## src/rtl/i2c10_pkg.sv

```systemverilog
package i2c10_pkg;
  typedef enum logic [2:0] {
    PH_IDLE, PH_HDR, PH_LOW, PH_RX, PH_TX, PH_SKIP
  } phase_e;
  localparam logic [4:0] HDR10_PREFIX = 5'b11110;
endpackage

```

## src/rtl/i2c10_linesync.sv

```systemverilog
module i2c10_linesync #(
  parameter int LINES  = 2,
  parameter int STAGES = 2
) (
  input  logic             clk,
  input  logic             rst_n,
  input  logic [LINES-1:0] din,
  output logic [LINES-1:0] dout,
  output logic [LINES-1:0] rise,
  output logic [LINES-1:0] fall
);
  generate
    for (genvar i = 0; i < LINES; i++) begin : g_line
      // chain[STAGES-1] is the synchronised level, chain[STAGES] its previous value
      logic [STAGES:0] chain;
      always_ff @(posedge clk) begin
        if (!rst_n) chain <= '1;
        else        chain <= {chain[STAGES-1:0], din[i]};
      end
      assign dout[i] = chain[STAGES-1];
      assign rise[i] = chain[STAGES-1] & ~chain[STAGES];
      assign fall[i] = ~chain[STAGES-1] & chain[STAGES];
    end
  endgenerate
endmodule

```

## src/rtl/i2c10_bitframe.sv

```systemverilog
module i2c10_bitframe #(
  parameter int DATA_W = 8,
  localparam int CNT_W = $clog2(DATA_W + 2)
) (
  input  logic              clk,
  input  logic              rst_n,
  input  logic              restart,
  input  logic              scl_rise,
  input  logic              sda_bit,
  output logic [CNT_W-1:0]  cnt,
  output logic [DATA_W-1:0] shreg
);
  localparam logic [CNT_W-1:0] LAST = CNT_W'(DATA_W + 1);

  always_ff @(posedge clk) begin
    if (!rst_n) begin
      cnt   <= '0;
      shreg <= '0;
    end else if (restart) begin
      cnt <= '0;
    end else if (scl_rise && cnt != LAST) begin
      cnt   <= cnt + 1'b1;
      shreg <= {shreg[DATA_W-2:0], sda_bit};
    end
  end
endmodule

```

## src/rtl/i2c10_target.sv

```systemverilog
module i2c10_target
  import i2c10_pkg::*;
#(
  parameter int SYNC_STAGES = 2,
  parameter int DATA_W      = 8,
  parameter int ADDR_W      = 10,
  localparam int CNT_W      = $clog2(DATA_W + 2),
  localparam int HI_W       = ADDR_W - DATA_W
) (
  input  logic              clk,
  input  logic              rst_n,
  input  logic              scl_i,
  input  logic              sda_i,
  output logic              sda_oe,
  input  logic [ADDR_W-1:0] own_addr,
  output logic              rx_valid,
  output logic [DATA_W-1:0] rx_data,
  output logic              tx_ready,
  input  logic [DATA_W-1:0] tx_data,
  output logic              addressed,
  output logic              is_tx
);
  localparam logic [CNT_W-1:0] BYTE_END = CNT_W'(DATA_W);
  localparam logic [CNT_W-1:0] ACK_END  = CNT_W'(DATA_W + 1);

  logic [1:0] line_s, line_rise, line_fall;
  logic scl_sync, start_ev, stop_ev, byte_end, ack_end, restart;
  logic [CNT_W-1:0]  cnt;
  logic [DATA_W-1:0] shreg, txreg;
  logic hdr_ok, rw_bit, prev_addr;
  phase_e phase;

  i2c10_linesync #(.LINES(2), .STAGES(SYNC_STAGES)) u_sync (
    .clk(clk), .rst_n(rst_n), .din({sda_i, scl_i}),
    .dout(line_s), .rise(line_rise), .fall(line_fall)
  );

  assign scl_sync = line_s[0];
  assign start_ev = line_fall[1] & scl_sync;
  assign stop_ev  = line_rise[1] & scl_sync;
  assign byte_end = line_fall[0] && cnt == BYTE_END;
  assign ack_end  = line_fall[0] && cnt == ACK_END;
  assign restart  = start_ev | ack_end;

  i2c10_bitframe #(.DATA_W(DATA_W)) u_frame (
    .clk(clk), .rst_n(rst_n), .restart(restart),
    .scl_rise(line_rise[0]), .sda_bit(line_s[1]),
    .cnt(cnt), .shreg(shreg)
  );

  assign hdr_ok = shreg[DATA_W-1:1] == {HDR10_PREFIX, own_addr[ADDR_W-1 -: HI_W]};
  assign rw_bit = shreg[0];

  always_ff @(posedge clk) begin
    if (!rst_n) begin
      phase     <= PH_IDLE;
      prev_addr <= 1'b0;
      sda_oe    <= 1'b0;
      txreg     <= '0;
      rx_data   <= '0;
      rx_valid  <= 1'b0;
      tx_ready  <= 1'b0;
    end else begin
      rx_valid <= 1'b0;
      tx_ready <= 1'b0;
      if (stop_ev) begin
        phase     <= PH_IDLE;
        prev_addr <= 1'b0;
        sda_oe    <= 1'b0;
      end else if (start_ev) begin
        phase  <= PH_HDR;
        sda_oe <= 1'b0;
      end else if (byte_end) begin
        unique case (phase)
          PH_HDR: begin
            if (hdr_ok && !rw_bit) begin
              sda_oe <= 1'b1;
              phase  <= PH_LOW;
            end else if (hdr_ok && rw_bit && prev_addr) begin
              sda_oe <= 1'b1;
              phase  <= PH_TX;
            end else begin
              phase     <= PH_SKIP;
              prev_addr <= 1'b0;
            end
          end
          PH_LOW: begin
            if (shreg == own_addr[DATA_W-1:0]) begin
              sda_oe    <= 1'b1;
              prev_addr <= 1'b1;
              phase     <= PH_RX;
            end else begin
              phase     <= PH_SKIP;
              prev_addr <= 1'b0;
            end
          end
          PH_RX: begin
            sda_oe   <= 1'b1;
            rx_valid <= 1'b1;
            rx_data  <= shreg;
          end
          PH_TX:   sda_oe <= 1'b0;
          default: sda_oe <= 1'b0;
        endcase
      end else if (ack_end) begin
        // the bit sampled in the ninth pulse is the acknowledge (0 = ack)
        if (phase == PH_TX && !shreg[0]) begin
          txreg    <= tx_data;
          sda_oe   <= ~tx_data[DATA_W-1];
          tx_ready <= 1'b1;
        end else begin
          sda_oe <= 1'b0;
          if (phase == PH_TX) phase <= PH_SKIP;
        end
      end else if (line_fall[0] && phase == PH_TX && cnt != '0 && cnt < BYTE_END) begin
        txreg  <= {txreg[DATA_W-2:0], 1'b0};
        sda_oe <= ~txreg[DATA_W-2];
      end
    end
  end

  assign addressed = prev_addr && phase != PH_SKIP && phase != PH_IDLE;
  assign is_tx     = phase == PH_TX;
endmodule

```

## config.mk

```make
export PLATFORM = sky130hd
export DESIGN_NAME = i2c10_target
export DESIGN_NICKNAME = d
export VERILOG_FILES = /design/src/rtl/i2c10_pkg.sv /design/src/rtl/i2c10_linesync.sv /design/src/rtl/i2c10_bitframe.sv /design/src/rtl/i2c10_target.sv
export SDC_FILE = /design/constraint.sdc
export NUM_CORES = 1
export LEC_CHECK = 0
export BUFFER_PORTS_ARGS = -buffer_cell sky130_fd_sc_hd__buf_2
export CORE_MARGIN = 2
export CORE_UTILIZATION = 47
export DETAILED_ROUTE_END_ITERATION = 8
export PLACE_DENSITY = 0.66
export SYNTH_ARGS = -nofsm -noshare
export SYNTH_HDL_FRONTEND = slang
export SYNTH_SLANG_ARGS = --single-unit
```

## constraint.sdc

```tcl
create_clock -name clk -period 2 [get_ports clk]
set_input_delay 0.3 -clock clk [delete_from_list [all_inputs] [get_ports clk]]
set_output_delay 0.3 -clock clk [all_outputs]
set_load 0.02 [all_outputs]
```

* Word level (Yosys, flattened, before mapping)
Cells that the tools add are included.
** Storage, ports and cells
- Output and inout port bits :: 13
- Register bits :: 40
- Logic and storage cells :: 112
- Input port bits :: 22
** Operators by class
- Equal/unequal tests :: 19
- Order comparisons :: 1
- Muxes and demuxes :: 26
- Add/subtract/negate cells :: 1
- Bitwise gates (word level) :: 19
- Reduce and logical (&&, ||, !) cells :: 34
** Operators with widths (count)
- 7-bit two-way mux :: 3
- 3-bit two-way mux :: 6
- 1-bit two-way mux :: 14
- 1-bit logical AND :: 12
- 1-bit NOT :: 12
- 4-bit AND reduction :: 3
- 3-bit nonzero test :: 4
- 5-bit AND reduction :: 2
- 3-bit != test, second input constant :: 3
- 4-bit == test, second input constant :: 2
- 8-bit == test :: 1
- 4-bit != test, second input constant :: 2
- 2-bit nonzero test :: 4
- 7-bit == test :: 1
- 1-bit bitwise AND :: 6
- 3-bit by 2-bit == test with 1-bit output, second input constant :: 2
- 2-bit != test, second input constant :: 3
- 3-bit case mux with 2 select lines :: 1
- 5-bit OR reduction :: 1
- 4-bit by 1-bit adder with 4-bit output, second input constant :: 1
- 4-bit less-than comparator, second input constant :: 1
- 4-bit by 2-bit != test with 1-bit output, second input constant :: 1
- 4-bit nonzero test :: 1
- 2-bit OR reduction :: 2
- 12 further kinds :: 12

* Logic depth before layout (Yosys ltp)
Gate-level depths: netlist of the first run.
- Word-level depth :: 8
- Depth in mapped cells :: 9
- Mapped depth without buffers :: 7

* Modules after synthesis
Synthesis of the first run repeated with hierarchy kept, for this count alone.
** Second synthesis, totals
- Cells, all modules :: 222
- Area, all modules :: 2021.9 um^2
** Modules (own cells, without submodules)
- i2c10_target :: times used 1, area an instance 1300.0 um^2, sequential area each 440.4 um^2, cells an instance 152
- i2c10_bitframe :: times used 1, area an instance 524.3 um^2, sequential area each 240.2 um^2, cells an instance 52
- i2c10_linesync :: times used 1, area an instance 197.7 um^2, sequential area each 120.1 um^2, cells an instance 18

* Worst setup path before layout of the first run
OpenSTA, ideal clock, no wires.
- Path kind :: flip-flop to flip-flop
- Start point :: register u_frame.cnt[0]
- End point :: register u_frame.shreg[1]
- Stages on the path, launching flop included :: 9
- Required time :: 1.870 ns
- Arrival :: 1.516 ns
- Period minus slack after synthesis :: 1.646 ns
- Library setup time :: 0.130 ns
- Setup slack :: 0.354 ns
- Buffers on the path :: 2
- Path through :: dfxtp_1 > ha_1 > nand3b_1 > and3b_1 > clkbuf_1 > nand2b_1 > buf_2 > mux2i_1 > nor2_1
** Between the ends
- Cells in the longest elaborated chain, start to end :: 5
- Elaborated cells on any way between the ends :: 7
- Those cells by class :: eq/ne: 2; bitwise: 2; reduce/logical: 3
** Ends and longest elaborated chain
- from (decl) :: line i2c10_bitframe.sv:10 : output logic [CNT_W-1:0] cnt,
- from (signal assigned) :: line i2c10_bitframe.sv:22 : cnt <= cnt + 1'b1;
- 4-bit == test :: line i2c10_target.sv:42 : assign ack_end = line_fall[0] && cnt == ACK_END;
- 1-bit logical AND :: line i2c10_target.sv:42
- 1-bit OR :: line i2c10_target.sv:43 : assign restart = start_ev | ack_end;
- 1-bit NOT (no source line)
- 2-bit AND reduction (no source line) *
- to (signal assigned) :: line i2c10_bitframe.sv:23 : shreg <= {shreg[DATA_W-2:0], sda_bit};
- to (decl) :: line i2c10_bitframe.sv:11 : output logic [DATA_W-1:0] shreg
Mark *: on every way between the ends. The rest lies on a longest branch, timed or not.
A chain may end at the register's enable or synchronous reset.

* Worst setup path after layout of the first run
- Start point :: register u_frame.cnt[0]
- End point :: register u_frame.shreg[4]
Same word-level chain as after synthesis.

==> metrics.md, run 1 <==
| Metric | Value |
|---|---|
| Critical path capture point type | flop |
| Hold buffers post-CTS | 0 |
| Syn_area_per_cell | 9.54 um2 |
| Clk root buf | clkbuf_8 |
| Nets | 266 |
| Largest cells by area after synthesis | dfxtp_1 (41%), mux2i_1 (13%), nor2_1 (5.4%) |
| Area of the multi-input gates | 1040 um2 |
| Seq/Total Area, Yosys | 41.2% |
| HPWL after detailed placement | 2720 um |
| Initial Util | 48.6% |
| Pre-Repair DR Iteration Count | 4 |
| Worst r2r dst | u_frame.shreg[4] |
| Pleak | 1.06 nW |
| Longest Clk Path Bufs | 2 |
| Slew headroom | 69.7% |
| Synth Flop Type | dfxtp_1 |
| Critical path origin | u_frame.cnt[0] |
| Post-CTS Setup Repair Bufs | 0 |
| Critical Path Source Type | flop |
| Core Util, Final | 57.4% |
| DR DRC count | 0 |
| Worst vdd ir | 0.664 mV |
| # rows | 23 |
| Most frequent cell after synthesis | dfxtp_1 |
| Core area | 4000 um2 |
| Max Slew Vio Count | 0 |
| Clock Skew | 0.00499 ns |
| Antenna-violating nets left | 0 |
| Initial antenna violation count | 0 |
| Transition time of the tightest slew-check pin | 0.455 ns |
| Synth top cells by count | dfxtp_1 (40), nor2_1 (28), mux2i_1 (25), xor2_1 (10), nand2b_1 (9) |
| Die Y | 68.3 um |
| DIE AREA | 4670 um2 |
| Vias per std cell | 5.12 |
| Worst Hold Class | input pin to flop |
| Worst EP required | 2.18 ns |
| Die width | 68.3 um |
| All-Layer GR Usage | 16.8% |
| GPL Wtd Cong | 0.894 |
| Vias in the first global route | 1354 |
| Internal reg-to-reg setup slack | 0.24 ns |
| Detailed Route WL | 3630 um |
| Synthesis-to-layout area growth | 18.1% |
| Unrepaired setup endpoints after global routing | no |
| H-tree levels | 2 |
| First-pass GRT wire length | 5810 um |
| CP arrival | 1.94 ns |
| Crit path to | u_frame.shreg[4] |
| Worst-Skew Late Latency | 0.29 ns |
| Largest net degree at the start of global routing | 25 |
| IO Port Bufs | 34 |
| Final Critical Period | 1.76 ns |
| Cell taking the most area after synthesis | dfxtp_1 |
| Power Dens Cells | 718 nW/um2 |
| Fillcell total | 387 |
| Setup-violating endpoint count in the final report | 0 |
| Syn_nets | 229 |
| Worst slack, placed | 0.267 ns |
| Max-Cap Viols | 0 |
| Vias after detailed routing | 1489 |
| Clock-pin slew on the worst setup and hold paths | 0.07 ns |
| FF-to-FF path depth | 6 |
| Power Total | 1.65 mW |
| DP Cell Count | 284 |
| Cell Count, Final, Fillers Out | 291 |
| Synth top area share | 41.2% |
| IO Pins | 35 |
| Setup TNS | 0 ns |
| CTS buffer count | 5 |
| Critical path class | flop to flop |
| GRT overflow | 0 |
| Final Hold Viols | 0 |
| Status | finished clean |
| Synth Instances | 204 |
| Share of cells above drive strength 1 | 25.7% |
| CTS tree | done |
| Number of synthesized flops with an enable pin | 0 |
| Max Fclk | 0.569 GHz |
| Register area | 801 um2 |
| Inserted Diodes | 0 |
| Min setup slack post-route | 0.242 ns |
| Fin crit share | 87.9% |
| Clk sinks | 40 |
| Post_cts resized | 0 |
| CP Max Fanout | 7 |
| Post-Syn Area | 1950 um2 |
| Yosys reg bits | 40 |
| Beginning of the worst hold path | sda_i |
| Reg2reg start | u_frame.cnt[0] |
| Asr flop ratio synth | 0% |
| WL per Instance | 12.5 um |
| Ys Warns | 0 |
| Iter 0 DRT Violations | 74 |
| Yosys cell types | 43 |
-- sequential cells by signal (all words and copies together) (netlist names) --
register / cells
rx_data: 8
u_frame.shreg: 8
txreg: 7
u_sync.g_line.chain: 6
u_frame.cnt: 4
phase: 3
prev_addr: 1
rx_valid: 1
sda_oe: 1
tx_ready: 1
-- cell families (layout without fill, tap and decap cells) --
group,count (synthesis),in the layout,share of synthesized area [%]
simple gates,78,78,22.6
flops,40,40,41.2
compound gates,25,25,9.45
mux,25,25,12.9
buf+inv,18,55,5.21
xor+xnor,15,15,6.75
fa+ha+maj,3,3,1.93
-- worst max-delay path, cell delays in order, from the launching register on --
cell      delay (ns)
dfxtp_1         0.42
ha_1            0.23
nand3b_1        0.14
and3b_1         0.22
nand2b_1        0.34
mux2i_1         0.25
nor2_1          0.05
-- power breakdown --
group	leakage [nW]	switching [mW]	internal [mW]	total (mW)
registers	0.323	0.00739	0.803	0.811
clock network	0.0642	0.269	0.491	0.760
logic	0.669	0.0398	0.0376	0.0774
total	1.06	0.317	1.33	1.65
-- per-stage QoR --
step | hold WS (ns) | instance area, um2
after floorplan | 0.386 | 1950
after global placement | 0.391 | 2170
after detailed placement | 0.395 | 2170
after CTS | 0.175 | 2300
after global routing | 0.184 | 2300
final | 0.181 | 2300
-- placed cells by master (no fill, tap or decap), types with 3 or more instances in the layout --
cell       n
xor2_1    10
buf_2     34
nand3b_1   3
dfxtp_1   40
a211oi_2   4
buf_4      6
o21ai_0    5
nand2b_1   9
clkbuf_8   5
a21oi_1    6
xnor2_1    5
mux2i_1   25
nor2_1    28
inv_1      7
nor2_2     5
ha_1       3
nand2_1    7
nor2b_1    5
-- worst min path at each step --
stage          depth (start not counted)                   endpoint  slack, ns
3_5_place_dp                           1  u_sync.g_line[1].chain[1]       0.39
5_1_grt                                2  u_sync.g_line[1].chain[0]       0.18
2_1_floorplan                          1  u_sync.g_line[0].chain[1]       0.39
3_3_place_gp                           1  u_sync.g_line[1].chain[1]       0.39
6_report                               2  u_sync.g_line[1].chain[0]       0.18
4_1_cts                                2  u_sync.g_line[1].chain[0]       0.17
-- layout make-up --
cell class	instances	area share, %
Clock buffer	5	3.00
Tap cell	50	2.72
Multi-Input combinational cell	146	45.4
Sequential cell	40	34.9
Inverter	7	1.14
Timing Repair Buffer	41	10.2
Clock inverter	2	2.61
-- per-layer routing --
metal	track usage, %	vias to the layer above	routed length (um)
met1	20.9	688	1710
met5	0	-	0
met4	9.50	0	62
met2	26.5	25	1720
met3	4.11	6	131
li1	-	770	-
Power figures use the tool's default switching activity.
==> run 2, diff against run 1 <==
--- a/config.mk
+++ b/config.mk
@@ -5,11 +5,12 @@
 export SDC_FILE = /design/constraint.sdc
 export NUM_CORES = 1
 export LEC_CHECK = 0
-export BUFFER_PORTS_ARGS = -buffer_cell sky130_fd_sc_hd__buf_2
 export CORE_MARGIN = 2
 export CORE_UTILIZATION = 47
 export DETAILED_ROUTE_END_ITERATION = 8
-export PLACE_DENSITY = 0.66
+export DONT_BUFFER_PORTS = 1
+export PLACE_DENSITY = 0.59
+export REMOVE_ABC_BUFFERS = 1
 export SYNTH_ARGS = -nofsm -noshare
 export SYNTH_HDL_FRONTEND = slang
 export SYNTH_SLANG_ARGS = --single-unit
==> run 2 against run 1 <==
  * Die area unchanged
  * Combinational power decreased by 29%
  * Count of clock-buffer cells in the layout unchanged
  * Maximum frequency decreased by 3.4%
  * Critical path type unchanged
  * Critical endpoint is now sda_oe
  * Largest power group unchanged
==> metrics.md, run 2 (same netlist as run 1, synthesis figures left out) <==
| Metric | Value |
|---|---|
| IO Pins | 35 (unchanged) |
| Setup-violating endpoint count in the final report | 0 (unchanged) |
| Antenna-violating nets left | 0 (unchanged) |
| Worst-Skew Late Latency | 0.30 ns (about the same) |
| Worst slack, placed | 0.169 ns (-0.0977 ns) |
| Hold WS | 0.0715 ns (-0.110 ns) |
| DR DRC count | 0 (unchanged) |
| Beginning of the worst hold path | rst_n |
| Pleak | 0.863 nW (-18%) |
| Reg2reg start | u_frame.cnt[0] |
| Commonest non-fill, non-tap cell in the layout | dfxtp_1 |
| DIE AREA | 4670 um2 (unchanged) |
| Largest net degree at the start of global routing | 25 (unchanged) |
| Die Y | 68.3 um (unchanged) |
| Clock-pin slew on the worst setup and hold paths | 0.07 ns (about the same) |
| H-tree levels | 2 (unchanged) |
| Die width | 68.3 um (unchanged) |
| Clock Skew | 0.00401 ns (-0.000983 ns) |
| Detailed Route WL | 3760 um (+3.6%) |
| Hold buffers post-CTS | 0 (unchanged) |
| Final Hold Viols | 0 (unchanged) |
| Fillcell total | 383 (-1.0%) |
| Worst EP required | 2.23 ns (+0.05 ns) |
| Clk sinks | 40 (unchanged) |
| IO Port Bufs | 0 (-100%) |
| Hold depth | 1 (-1) |
| Max Slew Vio Count | 0 (unchanged) |
| Critical Path Source Type | flop |
| Slew headroom | 68.7% (-0.95 points) |
| Placed Area | 1970 um2 (-9.1%) |
| Max-Cap Viols | 0 (unchanged) |
| FF-to-FF path depth | 7 (+1) |
| Share of cells above drive strength 1 | 12.7% (-13 points) |
| Power Dens Cells | 667 nW/um2 (-7.1%) |
| # rows | 23 (unchanged) |
| CTS buffer count | 5 (unchanged) |
| GPL Wtd Cong | 0.856 (-4.3%) |
| Pre-Repair DR Iteration Count | 4 (unchanged) |
| Longest Clk Path Bufs | 2 (unchanged) |
| Max Fclk | 0.549 GHz (-3.4%) |
| Status | finished clean |
| Setup TNS | 0 ns (unchanged) |
| Internal reg-to-reg setup slack | 0.18 ns (-0.06 ns) |
| Inserted Diodes | 0 (unchanged) |
| Transition time of the tightest slew-check pin | 0.469 ns (+0.0143 ns) |
| GRT overflow | 0 (unchanged) |
| Initial antenna violation count | 0 (unchanged) |
| CP arrival | 2.05 ns (+0.11 ns) |
| CTS tree | done |
| Biggest regs | rx_data x8, u_frame.shreg x8, txreg x7 |
| Clk root buf | clkbuf_8 |
| WL per Instance | 14.7 um (+18%) |
| Hold EP | u_sync.g_line[1].chain[0] |
| CP Max Fanout | 6 (-1) |
| All-Layer GR Usage | 17.7% (+0.89 points) |
| Fin crit share | 91.0% (+3.1 points) |
| Critical path capture point type | flop |
| Unrepaired setup endpoints after global routing | no |
| Critical path class | flop to flop |
| Nets | 230 (-14%) |
| Worst vdd ir | 0.411 mV (-38%) |
| HPWL after detailed placement | 2780 um (+2.2%) |
| First-pass GRT wire length | 6040 um (+3.9%) |
| Initial Util | 48.6% (unchanged) |
| Synthesis-to-layout area growth | 5.92% |
| Post-route cell area | 2060 um2 (-10%) |
| Most frequent cells in the layout | dfxtp_1 (40), nor2_1 (28), mux2i_1 (25) |
| Final Critical Period | 1.82 ns (+0.0625 ns) |
| Worst Hold Class | input pin to flop |
| Iter 0 DRT Violations | 37 (-50%) |
| Min setup slack post-route | 0.180 ns (-0.0625 ns) |
| Power Total | 1.37 mW (-17%) |
| Vias in the first global route | 1318 (-2.7%) |
| Vias per std cell | 5.42 (+6.0%) |
| Worst r2r dst | sda_oe |
| Core area | 4000 um2 (unchanged) |
| Vias after detailed routing | 1383 (-7.1%) |
-- run 2: cell types whose count changed in the layout (fill, tap and decap cells not counted) --
cell        delta
buf_12         -1
buf_2         -34
buf_4          -1
bufinv_16      -2
clkinv_2       +1
clkinvlp_4     +1
nor4b_2        -1
nor4b_4        +1
-- run 2: final cells by class --
type	count	area (um2)	area share, %
multi-input cells	146	1050	51.1
flip-flops and latches	40	801	38.9
clock buffers	5	68.8	3.34
well taps	50	62.6	3.04
repair buffers	5	37.5	1.82
inverters	7	26.3	1.28
clock inverters	2	12.5	0.607
-- run 2: worst max path at each step --
stage | endpoint | startpoint | depth (start not counted)
CTS | sda_oe | u_frame.cnt[0] | 7
global route | sda_oe | u_frame.cnt[1] | 7
finish | sda_oe | u_frame.cnt[0] | 7
global placement | sda_oe | u_frame.cnt[0] | 7
detailed placement | sda_oe | u_frame.cnt[0] | 7
floorplan | rx_data[0] | u_frame.cnt[0] | 6
-- run 2: report_power, final --
group | internal (mW) | switching, mW | leakage, nW | total [mW]
Clock | 0.236 | 0.272 | 0.0400 | 0.508
Sequential | 0.803 | 0.00720 | 0.323 | 0.810
Combinational | 0.0239 | 0.0313 | 0.500 | 0.0552
-- run 2: critical path, stage by stage, from the launching register on --
cell and delay (ns):
dfxtp_1 0.36, inv_1 0.07, ha_1 0.27, nand3b_1 0.15, nor4b_4 0.34, o21ai_2 0.13
o221ai_1 0.23, mux2i_1 0.21
-- run 2: what timing repair did --
action                     4_1_cts  5_1_grt
setup endpoints to repair        0        1
resized for setup                0        1
setup buffers                    0        0
-- run 2: metrics by stage --
stage          cells  util [%]
2_1_floorplan    193         -
3_3_place_gp     248      49.3
3_5_place_dp     248      49.3
4_1_cts          255      51.3
5_1_grt          255      51.5
6_report         255      51.5
-- run 2: per-layer routing --
layer	up-vias	part of all wire, %	GRT usage (%)
met1	658	46	21.4
met5	-	0	0
li1	694	-	-
met2	24	48	28.6
met3	7	4.5	5.92
met4	0	1.7	7.50
==> run 3, diff against run 2 <==
--- a/config.mk
+++ b/config.mk
@@ -7,9 +7,10 @@
 export LEC_CHECK = 0
 export CORE_MARGIN = 2
 export CORE_UTILIZATION = 47
+export CTS_BUF_LIST = sky130_fd_sc_hd__clkbuf_2 sky130_fd_sc_hd__clkbuf_4 sky130_fd_sc_hd__clkbuf_8
 export DETAILED_ROUTE_END_ITERATION = 8
 export DONT_BUFFER_PORTS = 1
-export PLACE_DENSITY = 0.59
+export PLACE_DENSITY = 0.61
 export REMOVE_ABC_BUFFERS = 1
 export SYNTH_ARGS = -nofsm -noshare
 export SYNTH_HDL_FRONTEND = slang
==> constraint.sdc (replaced) <==
create_clock -name clk -period 1.62 [get_ports clk]
set_input_delay 0.243 -clock clk [delete_from_list [all_inputs] [get_ports clk]]
set_output_delay 0.243 -clock clk [all_outputs]
set_load 0.02 [all_outputs]
==> run 3 against run 2 <==
  * Critical path depth is 2 lower
  * Combinational power grew 54%
  * Final area increased by 16%
  * Critical path type unchanged
  * First-iteration DRC count up 38%
  * Sequential power increased by 23%
  * Worst hold slack worse by 0.047 ns
  * Clock skew rose by 0.00075 ns
  * Power is 46% higher
  * Largest power group unchanged
  * Clock power is 83% higher
==> metrics.md, run 3 (same netlist as run 1, synthesis figures left out) <==
| Metric | Value |
|---|---|
| Status | finished clean |
| Cell Chain, Critical Path | or3b_4 > or3_1 > mux2i_1 > o211ai_1 > mux2i_1 |
| Worst-Skew Late Latency | 0.29 ns (about the same) |
| H-tree levels | 2 (unchanged) |
| GRT overflow | 0 (unchanged) |
| Cell Count, Final, Fillers Out | 274 (+7.5%) |
| CTS tree | done |
| Crit-path slowest cell | or3b_4 |
| Max stage delay on crit path | 0.44 ns (+0.08 ns) |
| Worst EP required | 1.84 ns (-0.39 ns) |
| HPWL after detailed placement | 2940 um (+5.9%) |
| Vias in the first global route | 1415 (+7.4%) |
| Most frequent cells in the layout | dfxtp_1 (36), nor2_1 (27), mux2i_1 (25) |
| Slew headroom | 73.5% (+4.8 points) |
| Final Critical Period | 1.61 ns (-0.210 ns) |
| Vias per std cell | 5.36 (-1.2%) |
| CTS buffer count | 5 (unchanged) |
| Clock Power Share | 46.2% (+9.2 points) |
| Max-Cap Viols | 0 (unchanged) |
| Transition time of the tightest slew-check pin | 0.397 ns (-0.0718 ns) |
| Antenna-violating nets left | 0 (unchanged) |
| Nets | 249 (+8.3%) |
| Max Fclk | 0.621 GHz (+13%) |
| Detailed Route WL | 4050 um (+7.9%) |
| Worst Hold Class | input pin to flop |
| Commonest non-fill, non-tap cell in the layout | dfxtp_1 |
| CP Max Fanout | 8 (+2) |
| Post-route cell area | 2390 um2 (+16%) |
| Switching share of total power | 18.7% (-3.9 points) |
| Placed Area | 2090 um2 (+5.8%) |
| Biggest regs | rx_data x8, u_frame.shreg x8, txreg x7 |
| Largest net degree at the start of global routing | 15 (-40%) |
| Worst vdd ir | 0.737 mV (+79%) |
| GPL Wtd Cong | 0.840 (-1.9%) |
| CP arrival | 1.83 ns (-0.22 ns) |
| Core Util, Final | 59.7% (+8.2 points) |
| Sequential power share | 49.6% (-9.4 points) |
| Critical path capture point type | flop |
| Iter 0 DRT Violations | 51 (+38%) |
| Switch Pwr | 0.377 mW (+21%) |
| Longest Clk Path Bufs | 2 (unchanged) |
| Power Dens Cells | 842 nW/um2 (+26%) |
| Fillcell total | 336 (-12%) |
| Cell mode on critical path | mux2i_1 |
| Die width | 68.3 um (unchanged) |
| All-Layer GR Usage | 18.3% (+0.61 points) |
| DIE AREA | 4670 um2 (unchanged) |
| Pleak | 1.02 nW (+18%) |
| Setup-violating endpoint count in the final report | 0 (unchanged) |
| Vias after detailed routing | 1468 (+6.1%) |
| Comb pwr share | 4.2% (+0.2 points) |
| IO Port Bufs | 0 (unchanged) |
| Min setup slack post-route | 0.0100 ns (-0.170 ns) |
| Synthesis-to-layout area growth | 22.8% |
| Share of cells above drive strength 1 | 27.7% (+15 points) |
| Unrepaired setup endpoints after global routing | yes |
| Clock Skew | 0.00476 ns (+0.000751 ns) |
| Critical Path Source Type | flop |
| Inserted Diodes | 0 (unchanged) |
| WL per Instance | 14.8 um (+0.40%) |
| Initial Util | 48.6% (unchanged) |
| Power Total | 2.01 mW (+46%) |
| Area of the multi-input gates | 1140 um2 (+8.2%) |
| Hold buffers post-CTS | 0 (unchanged) |
| Final Hold Viols | 0 (unchanged) |
| Max Slew Vio Count | 0 (unchanged) |
| Critical path class | flop to flop |
| Initial antenna violation count | 0 (unchanged) |
| Fin crit share | 99.4% (+8.4 points) |
| Clk root buf | clkbuf_8 |
| DR DRC count | 0 (unchanged) |
| Clock-pin slew on the worst setup and hold paths | 0.07 ns (about the same) |
| Clk sinks | 40 (unchanged) |
| Internal Power | 1.63 mW (+54%) |
| IO Pins | 35 (unchanged) |
| First-pass GRT wire length | 6320 um (+4.7%) |
| Die Y | 68.3 um (unchanged) |
| DP Cell Count | 260 (+4.8%) |
| Register area | 813 um2 (+1.6%) |
| Pre-Repair DR Iteration Count | 4 (unchanged) |
| Worst slack, placed | -0.0967 ns (-0.266 ns) |
| # rows | 23 (unchanged) |
| Core area | 4000 um2 (unchanged) |
run 3: cell types whose count changed in the layout (fill, tap and decap cells not counted), sizes merged:
cell / before / now
clkinvlp: 1 / 0
bufinv: 0 / 2
and3: 3 / 4
buf: 5 / 22
clkbuf: 5 / 6
clkinv: 1 / 0
run 3: worst max-delay path: cells and delay by family, from the launching register on:
family / cells / cell delay [ns]
multiplexers: 2 / 0.30
flip-flops: 1 / 0.38
AO/OA/AOI/OAI: 1 / 0.10
AND/OR/NAND/NOR: 2 / 0.76
run 3: worst paths after layout:
check / from / end / slack [ns] / depth (start not counted)
worst max-delay path: phase[0] / sda_oe / 0.01 / 5
worst max register to register: phase[0] / sda_oe / 0.01 / 5
worst min register to register: u_sync.g_line[1].chain[0] / u_sync.g_line[1].chain[1] / 0.42 / 1
worst min-delay path: rst_n / u_sync.g_line[1].chain[0] / 0.02 / 1
run 3: what timing repair did:
action,in CTS,in global routing
buffers inserted,4,1
hold endpoints to repair,0,0
gates resized for setup,8,19
gates cloned,1,1
pin swaps,0,6
endpoints found under the setup margin,8,29
run 3: routing by layer:
metal / vias up / share of wire, % / track usage (%) / wire length, um
met5: - / 0 / 0 / 0
met4: 0 / 0.89 / 5.25 / 36
met3: 6 / 3.9 / 6.74 / 158
met2: 27 / 50 / 30.1 / 2010
met1: 697 / 46 / 22.4 / 1850
li1: 738 / - / - / -
run 3: power by group through the flow:
stage          clock [mW]  sequential, mW  combinational (mW)
2_1_floorplan           0            1.02              0.0503
3_3_place_gp            0            1.02              0.0720
3_5_place_dp            0            1.02              0.0740
4_1_cts             0.957            1.00              0.0781
5_1_grt              1.01           0.999              0.0927
6_report            0.929           0.997              0.0851
run 3: layout make-up:
cell class,count,share of cell area [%]
clock buffers,5,2.88
flip-flops and latches,40,34.0
inverters,7,1.10
multi-input cells,147,47.7
repair buffers,23,9.17
well taps,50,2.62
clock inverters,2,2.51
run 3: through the flow:
step | hold WS [ns] | TNS, ns
after floorplan | 0.316 | -0.359
after global placement | 0.319 | 0
after detailed placement | 0.321 | -0.322
after CTS | 0.0155 | 0
after global routing | 0.0105 | -0.125
final | 0.0242 | 0
